===== src/rtl/spick_pkg.sv =====
// Shared constants and types for the SPI serial clock generator.
// Assumes a 32-bit configuration word with fixed field positions that
// software relies on; only the field width is kept symbolic here.
package spick_pkg;
    localparam int CFG_W   = 32;
    localparam int FLD_W   = 6;
    localparam int SRC_POS = 31;
    localparam int DIV_LSB = 12;
    localparam int HI_LSB  = 6;
    localparam int LO_LSB  = 0;

    // Decoded fields of the configuration that affect timing or output.
    typedef struct packed {
        logic             src;
        logic [FLD_W-1:0] div;
        logic [FLD_W-1:0] hi;
    } spick_cfg_t;
endpackage


===== src/rtl/spick_cfg_reg.sv =====
// Configuration staging for the SCK generator.
// A write lands in a pending register at once. The active copy takes the
// pending value only when load_en is high, which the phase counter raises
// at a period boundary or while idle. This module also turns the active
// fields into the effective period end count and the high length.
// Assumes wr_word uses the field positions in spick_pkg.
module spick_cfg_reg
    import spick_pkg::*;
#(
    parameter int RST_DIV = 1,
    parameter int RST_HI  = 0,
    parameter bit RST_SRC = 1'b0
) (
    input  logic             clk,
    input  logic             rst_n,
    input  logic             wr_en,
    input  logic [CFG_W-1:0] wr_word,
    input  logic             load_en,
    output logic [FLD_W-1:0] div_eff,
    output logic [FLD_W:0]   hi_len,
    output logic             src_sel
);
    localparam spick_cfg_t RST_CFG = '{src: RST_SRC,
                                       div: FLD_W'(RST_DIV),
                                       hi:  FLD_W'(RST_HI)};

    spick_cfg_t       pend_q;
    spick_cfg_t       act_q;
    spick_cfg_t       wr_dec;
    logic [FLD_W:0]   hi_p1;
    logic [FLD_W:0]   div_ext;
    logic             cfg_unused;

    // Pick the fields out of the incoming word.
    always_comb begin
        wr_dec.src = wr_word[SRC_POS];
        wr_dec.div = wr_word[DIV_LSB +: FLD_W];
        wr_dec.hi  = wr_word[HI_LSB  +: FLD_W];
    end

    // Reserved bits and the low-time field do not steer the timing.
    assign cfg_unused = ^{wr_word[SRC_POS-1:DIV_LSB+FLD_W], wr_word[LO_LSB +: FLD_W]};

    // Stage each written word in the pending register.
    always_ff @(posedge clk) begin
        if (!rst_n) begin
            pend_q <= RST_CFG;
        end else if (wr_en) begin
            pend_q <= wr_dec;
        end
    end

    // Promote pending to active at a period boundary or while idle.
    always_ff @(posedge clk) begin
        if (!rst_n) begin
            act_q <= RST_CFG;
        end else if (load_en) begin
            act_q <= pend_q;
        end
    end

    // Effective end count: a period field of zero acts as one.
    always_comb begin
        div_eff = (act_q.div == '0) ? FLD_W'(1) : act_q.div;
    end

    // High length is H+1, clamped so that at least one low cycle remains.
    always_comb begin
        hi_p1   = {1'b0, act_q.hi} + 1'b1;
        div_ext = {1'b0, div_eff};
        hi_len  = (hi_p1 > div_ext) ? div_ext : hi_p1;
    end

    assign src_sel = act_q.src;

    AST_DIV_NONZERO: assert property (@(posedge clk) disable iff (!rst_n)
        div_eff != '0);
    AST_HIGH_FITS: assert property (@(posedge clk) disable iff (!rst_n)
        (hi_len != '0) && (hi_len <= {1'b0, div_eff}));
endmodule


===== src/rtl/spick_phase_ctr.sv =====
// Phase counter for the SCK generator.
// It counts system cycles inside one SCK period, from 0 up to div_eff, and
// then wraps. It is held at zero while run is low. It flags the period
// boundary and tells the configuration stage when it may load a new word.
// Assumes div_eff is never zero.
module spick_phase_ctr
    import spick_pkg::*;
#(
    parameter int CNT_W = FLD_W
) (
    input  logic             clk,
    input  logic             rst_n,
    input  logic             run,
    input  logic [CNT_W-1:0] div_eff,
    output logic             act,
    output logic [CNT_W-1:0] cnt,
    output logic             wrap,
    output logic             load_en
);
    // Last cycle of a running period.
    assign wrap    = act && (cnt == div_eff);
    // Configuration may change when idle or at a boundary.
    assign load_en = !act || wrap;

    // Record whether the clock is currently running.
    always_ff @(posedge clk) begin
        if (!rst_n) begin
            act <= 1'b0;
        end else begin
            act <= run;
        end
    end

    // Advance the in-period count, clearing it on start, wrap or stop.
    always_ff @(posedge clk) begin
        if (!rst_n) begin
            cnt <= '0;
        end else if (!run || !act || wrap) begin
            cnt <= '0;
        end else begin
            cnt <= cnt + 1'b1;
        end
    end

    AST_CNT_IN_PERIOD: assert property (@(posedge clk) disable iff (!rst_n)
        act |-> (cnt <= div_eff));
    AST_IDLE_CLEARED: assert property (@(posedge clk) disable iff (!rst_n)
        !act |-> (cnt == '0));
endmodule


===== src/rtl/spick_edge_gen.sv =====
// SCK waveform and strobe generator.
// SCK is registered. It goes high at the start of every period and stays
// high while the in-period count is below hi_len. The strobes are
// registered alongside SCK, so each one lines up with the edge it marks.
// Assumes 1 <= hi_len <= div_eff, which the configuration stage guarantees.
module spick_edge_gen
    import spick_pkg::*;
#(
    parameter int CNT_W = FLD_W
) (
    input  logic             clk,
    input  logic             rst_n,
    input  logic             run,
    input  logic             act,
    input  logic             wrap,
    input  logic [CNT_W-1:0] cnt,
    input  logic [CNT_W:0]   hi_len,
    output logic             sck,
    output logic             sample_stb,
    output logic             shift_stb
);
    logic [CNT_W:0] cnt_nxt;
    logic           period_start;

    assign cnt_nxt      = {1'b0, cnt} + 1'b1;
    assign period_start = run && (!act || wrap);

    // Drive SCK: high at period start, falls once the high length is used.
    always_ff @(posedge clk) begin
        if (!rst_n || !run) begin
            sck <= 1'b0;
        end else if (period_start) begin
            sck <= 1'b1;
        end else begin
            sck <= (cnt_nxt < hi_len);
        end
    end

    // Pulse the sample strobe together with each SCK rise.
    always_ff @(posedge clk) begin
        if (!rst_n) begin
            sample_stb <= 1'b0;
        end else begin
            sample_stb <= period_start;
        end
    end

    // Pulse the shift strobe together with each SCK fall.
    always_ff @(posedge clk) begin
        if (!rst_n) begin
            shift_stb <= 1'b0;
        end else begin
            shift_stb <= run && act && !wrap && (cnt_nxt == hi_len);
        end
    end

    AST_SAMPLE_ON_RISE: assert property (@(posedge clk) disable iff (!rst_n)
        sample_stb |-> (sck && !$past(sck)));
    AST_RISE_HAS_SAMPLE: assert property (@(posedge clk) disable iff (!rst_n)
        $rose(sck) |-> sample_stb);
    AST_SHIFT_ON_FALL: assert property (@(posedge clk) disable iff (!rst_n)
        shift_stb |-> (!sck && $past(sck)));
    AST_STROBES_EXCLUSIVE: assert property (@(posedge clk) disable iff (!rst_n)
        !(sample_stb && shift_stb));
endmodule


===== src/rtl/spi_sck_gen.sv =====
// SPI serial clock generator, top level.
// It divides the system clock into a gated SCK with separately programmed
// period and high time, and emits sample and shift strobes in mode 0 for
// the transfer engine. The configuration is staged and applied only at
// period boundaries or while idle.
// Assumes run is synchronous to clk and that cfg_word is valid with cfg_wr.
module spi_sck_gen
    import spick_pkg::*;
#(
    parameter int RST_DIV = 1,
    parameter int RST_HI  = 0,
    parameter bit RST_SRC = 1'b0
) (
    input  logic             clk,
    input  logic             rst_n,
    input  logic             run,
    input  logic             cfg_wr,
    input  logic [CFG_W-1:0] cfg_word,
    output logic             sck,
    output logic             sample_stb,
    output logic             shift_stb,
    output logic             src_sel
);
    logic [FLD_W-1:0] div_eff;
    logic [FLD_W:0]   hi_len;
    logic             act;
    logic [FLD_W-1:0] cnt;
    logic             wrap;
    logic             load_en;

    // Configuration staging and decode.
    spick_cfg_reg #(
        .RST_DIV (RST_DIV),
        .RST_HI  (RST_HI),
        .RST_SRC (RST_SRC)
    ) u_cfg (
        .clk     (clk),
        .rst_n   (rst_n),
        .wr_en   (cfg_wr),
        .wr_word (cfg_word),
        .load_en (load_en),
        .div_eff (div_eff),
        .hi_len  (hi_len),
        .src_sel (src_sel)
    );

    // In-period cycle counter.
    spick_phase_ctr #(
        .CNT_W (FLD_W)
    ) u_ctr (
        .clk     (clk),
        .rst_n   (rst_n),
        .run     (run),
        .div_eff (div_eff),
        .act     (act),
        .cnt     (cnt),
        .wrap    (wrap),
        .load_en (load_en)
    );

    // Waveform and strobes.
    spick_edge_gen #(
        .CNT_W (FLD_W)
    ) u_edge (
        .clk        (clk),
        .rst_n      (rst_n),
        .run        (run),
        .act        (act),
        .wrap       (wrap),
        .cnt        (cnt),
        .hi_len     (hi_len),
        .sck        (sck),
        .sample_stb (sample_stb),
        .shift_stb  (shift_stb)
    );

    AST_PERIOD_KEEPS_CFG: assert property (@(posedge clk) disable iff (!rst_n)
        $past(act && !wrap) |-> ($stable(div_eff) && $stable(hi_len)));
    AST_STOPPED_QUIET: assert property (@(posedge clk) disable iff (!rst_n)
        !$past(run) |-> (!sck && !sample_stb && !shift_stb));
endmodule


===== config.mk =====
export PLATFORM = sky130hd
export DESIGN_NAME = spi_sck_gen
export DESIGN_NICKNAME = d
export VERILOG_FILES = /design/src/rtl/spick_pkg.sv /design/src/rtl/spick_cfg_reg.sv /design/src/rtl/spick_phase_ctr.sv /design/src/rtl/spick_edge_gen.sv /design/src/rtl/spi_sck_gen.sv
export SDC_FILE = /design/constraint.sdc
export NUM_CORES = 1
export LEC_CHECK = 0
export ABC_CLOCK_PERIOD_IN_PS = 2840
export BUFFER_PORTS_ARGS = -buffer_cell sky130_fd_sc_hd__buf_4
export CELL_PAD_IN_SITES_DETAIL_PLACEMENT = 0
export CELL_PAD_IN_SITES_GLOBAL_PLACEMENT = 1
export CORE_MARGIN = 4
export CORE_UTILIZATION = 37
export DETAILED_ROUTE_END_ITERATION = 7
export PLACE_DENSITY_LB_ADDON = 0.08
export REMOVE_ABC_BUFFERS = 1
export SLEW_MARGIN = 30
export SYNTH_ARGS = -nofsm -noshare
export SYNTH_HDL_FRONTEND = slang
export SYNTH_SLANG_ARGS = --single-unit

===== constraint.sdc =====
create_clock -name clk -period 2.84 [get_ports clk]
set_input_delay 0.568 -clock clk [delete_from_list [all_inputs] [get_ports clk]]
set_output_delay 0.568 -clock clk [all_outputs]
set_load 0.005 [all_outputs]

==> flow_summary_export.csv <==
group,metric,value,unit
outcome,status,"finished, violations left",
outcome,violations,"negative setup slack",
timing,worst_slack,-0.227,ns
final_layout,area_growth,23.9,%
clock_network,cts_buffers,5,
final_layout,multi_input_area,1230,um^2
worst_setup_path,path_cells,"ha_4 > and3_4 > xor2_2 > ha_1 > a21o_1 > a211o_1 > o2bb2ai_4 > mux2i_1 > ha_1 > nor2b_1 > o21a_1 > o211ai_1 > nand2_1 > a21oi_2",
worst_setup_path,critPathLaunchType,"register",
worst_setup_path,critPathMaxFanout,5,
global_routing,antenna_found_initial,0,
final_layout,final_cell_mix,"buf_4 (42), dfxtp_1 (34), mux2i_1 (32), nand2_1 (30), nor2b_1 (16)",
routing,wl_met1,1870,um
floorplanning,fp-row-count,26,
floorplanning,ios,40,
worst_setup_path,startpoint,"u_cfg.act_q[0]",
worst_setup_path,crit_path_end_kind,"register",
timing,max_freq,326,MHz
global_routing,grt_overflow,0,
pwr,p_sw,0.000290,W
timing,skew,0.00584,ns
clock_network,clock_sinks,36,
worst_setup_path,slowest_delay,0.34,ns
routing,drtPass1Iterations,4,
worst_setup_path,worst-setup-path-type,"reg -> reg",
routing,vias,1498,
worst_setup_path,cp.required,3.06,ns
synth,avgSynthCellArea,9.70,um^2
final_layout,fin_nets,296,
floorplanning,fp.dieW,81.5,um
synth,synthesis.area,2000,um^2
floorplanning,initial_utilization,38.6,%
worst_setup_path,crit_path_frequent_cell,"ha_1",
hold_path,hold_path.class,"reg -> reg",
timing,worst_slew_pin_slew,0.820,ns
timing,post-route-min-period,3.07,ns
clock_network,clk_pin_slew_worst_paths,0.07,ns
clock_network,ctsHtreeMaxLevel,2,
place,dp_hpwl,3010,um
clock_network,cts_tree,"done",
routing,drc,0,
floorplanning,dieArea,6640,um^2
global_routing,grt_max_degree,41,
place,numPortBuffers,20,
routing,routed_wl,4000,um
final_layout,insertedDiodeCount,0,
clock_network,hold_buffers,0,
timing,post-route-period-util,108,%
timing,hold_viol_final,0,
routing,routed.top_layer,"met4",
pwr,power_density,448,nW/um^2
final_layout,drive_gt1_share,26.0,%
worst_setup_path,slowest_stage,"dfxtp_2",
timing,slew_headroom,45.3,%
final_layout,final_common_cell,"buf_4",
synth,synth_edf_count,0,
routing,wl_met2,1950,um
clock_network,clockRootBuffer,"clkbuf_8",
final_layout,regArea,723,um^2
pwr,clockPowerShare,30.5,%
timing,slew_violations,0,
routing,drtIter0Drc,46,
synth,synthCells,206,
final_layout,fin_util,47.9,%
global_routing,grtUsageTotal,13.6,%
synth,yosysWarnings,0,
pwr,leakagePower,1.14,nW
global_routing,grt_pass1_vias,1569,
synth,yosysSeqAreaShare,36.1,%
hold_path,hold_start,"u_cfg.pend_q[12]",
final_layout,fill_cells,481,
floorplanning,die_h,81.5,um
place,gp_congestion,0.782,
timing,finalSetupTns,-0.329,ns
clock_network,clkLatencyLatePin,0.28,ns
clock_network,cts_max_path_buffers,2,
synth,ys_async_sr_fraction,0,%
worst_setup_path,r2r_slack,-0.23,ns
worst_setup_path,cp.arrival,3.28,ns
pwr,p_seq_share,48.7,%
pwr,p_int,0.000818,W
pwr,peakVddDrop,0.000243,V
synth,ys_ff_latch,36,
worst_setup_path,r2r_start,"u_cfg.act_q[0]",
pwr,switching_share,26.2,%
flow_run,drv_cap,0,
synth,synth_flop_cell,"dfxtp_1",
routing,wl_per_cell,12.7,um
routing,met3_length,150,um
floorplanning,core_area,5170,um^2
routing,ant_nets,0,
timing,finalSetupViolCount,2,
pwr,power_frac_comb,20.8,%
routing,post_drt_via_cell_ratio,4.74,
global_routing,grt_pass1_wl,6960,um
timing,rsz0062_at_grt,"true",
synth,netlist-cell-type-count,35,
-- power by group through the flow --
stage	Combinational, W	Clock [W]	Sequential (W)
finish	0.000231	0.000338	0.000540
global route	0.000257	0.000378	0.000542
CTS	0.000232	0.000355	0.000540
detailed placement	0.000220	0	0.000550
global placement	0.000214	0	0.000549
floorplan	0.000134	0	0.000552
-- cell usage after synthesis (2+ instances only) --
master    count  area share, %
nand3_1       6            1.5
nor2_1        6            1.1
inv_1         8            1.5
clkbuf_1      5           0.94
ha_1         14            8.8
nor3_1        2           0.50
dfxtp_1      36             36
mux2i_1      32             16
nor2b_1      16            5.0
nand2_1      30            5.6
xnor2_1       7            3.1
buf_2         3           0.75
xor2_1        5            2.2
and3_1       11            3.4
a21o_1        2           0.75
and4_1        2           0.88
a21oi_1       2           0.50
buf_6         2            1.1
-- critical path: cells and delay by family, from the launching register on --
family,cells,cell delay (ns)
adders and majority gates,3,0.73
DFF,1,0.34
xor gates and xnor gates,1,0.18
AOI/OAI and AO/OA,6,1.15
and+or+nand+nor,3,0.38
muxes,1,0.23
-- flip-flops by register name, summed over array words and instances (netlist names) --
register           flops
u_edge.sample_stb      1
u_cfg.act_q           12
u_cfg.src_sel          1
u_edge.shift_stb       1
u_cfg.pend_q          13
u_ctr.act              1
u_ctr.cnt              6
u_edge.sck             1
-- path summary, 6_finish.rpt --
path / end / depth (start not counted)
worst max-delay path: u_edge.sck / 14
worst min register to register: u_cfg.src_sel / 2
worst max register to register: u_edge.sck / 14
worst min-delay path: u_cfg.src_sel / 2
-- timing repair --
action | in CTS | in global routing
pin swaps | 14 | 2
setup buffers | 2 | 1
setup endpoints to repair | 2 | 2
gates resized for setup | 9 | 1
-- layer usage --
layer,GRT usage [%],vias up
met2,23.6,22
met3,3.29,2
li1,-,781
met1,16.7,693
met5,0,-
met4,4.05,0
-- cells by family after synthesis --
logic type | after synthesis | share of synthesized area [%]
fa+ha+maj | 14 | 8.77
simple gates | 75 | 19.2
xor+xnor | 13 | 6.07
flops | 36 | 36.1
mux | 32 | 16.0
other cells | 1 | 0.188
buf+inv | 18 | 4.32
compound gates | 17 | 9.33
-- stage by stage --
step	cells	setup slack [ns]	hold slack (ns)	power (W)	cell area, um^2
after global placement	306	-0.370	0.441	0.000763	2330
after CTS	315	-0.235	0.457	0.00113	2460
final	316	-0.227	0.455	0.00111	2480
after floorplan	196	-0.259	0.434	0.000686	1940
after detailed placement	306	-0.417	0.447	0.000770	2330
after global routing	316	-0.406	0.482	0.00118	2480
-- cell type report --
cell class | instances | area share [%]
Clock inverter | 1 | 0.202
Clock buffer | 6 | 2.93
Sequential cell | 36 | 29.2
Timing Repair Buffer | 43 | 13.2
Inverter | 8 | 1.21
Tap cell | 70 | 3.54
Multi-Input combinational cell | 152 | 49.7
(Power assumes the default switching activity.)
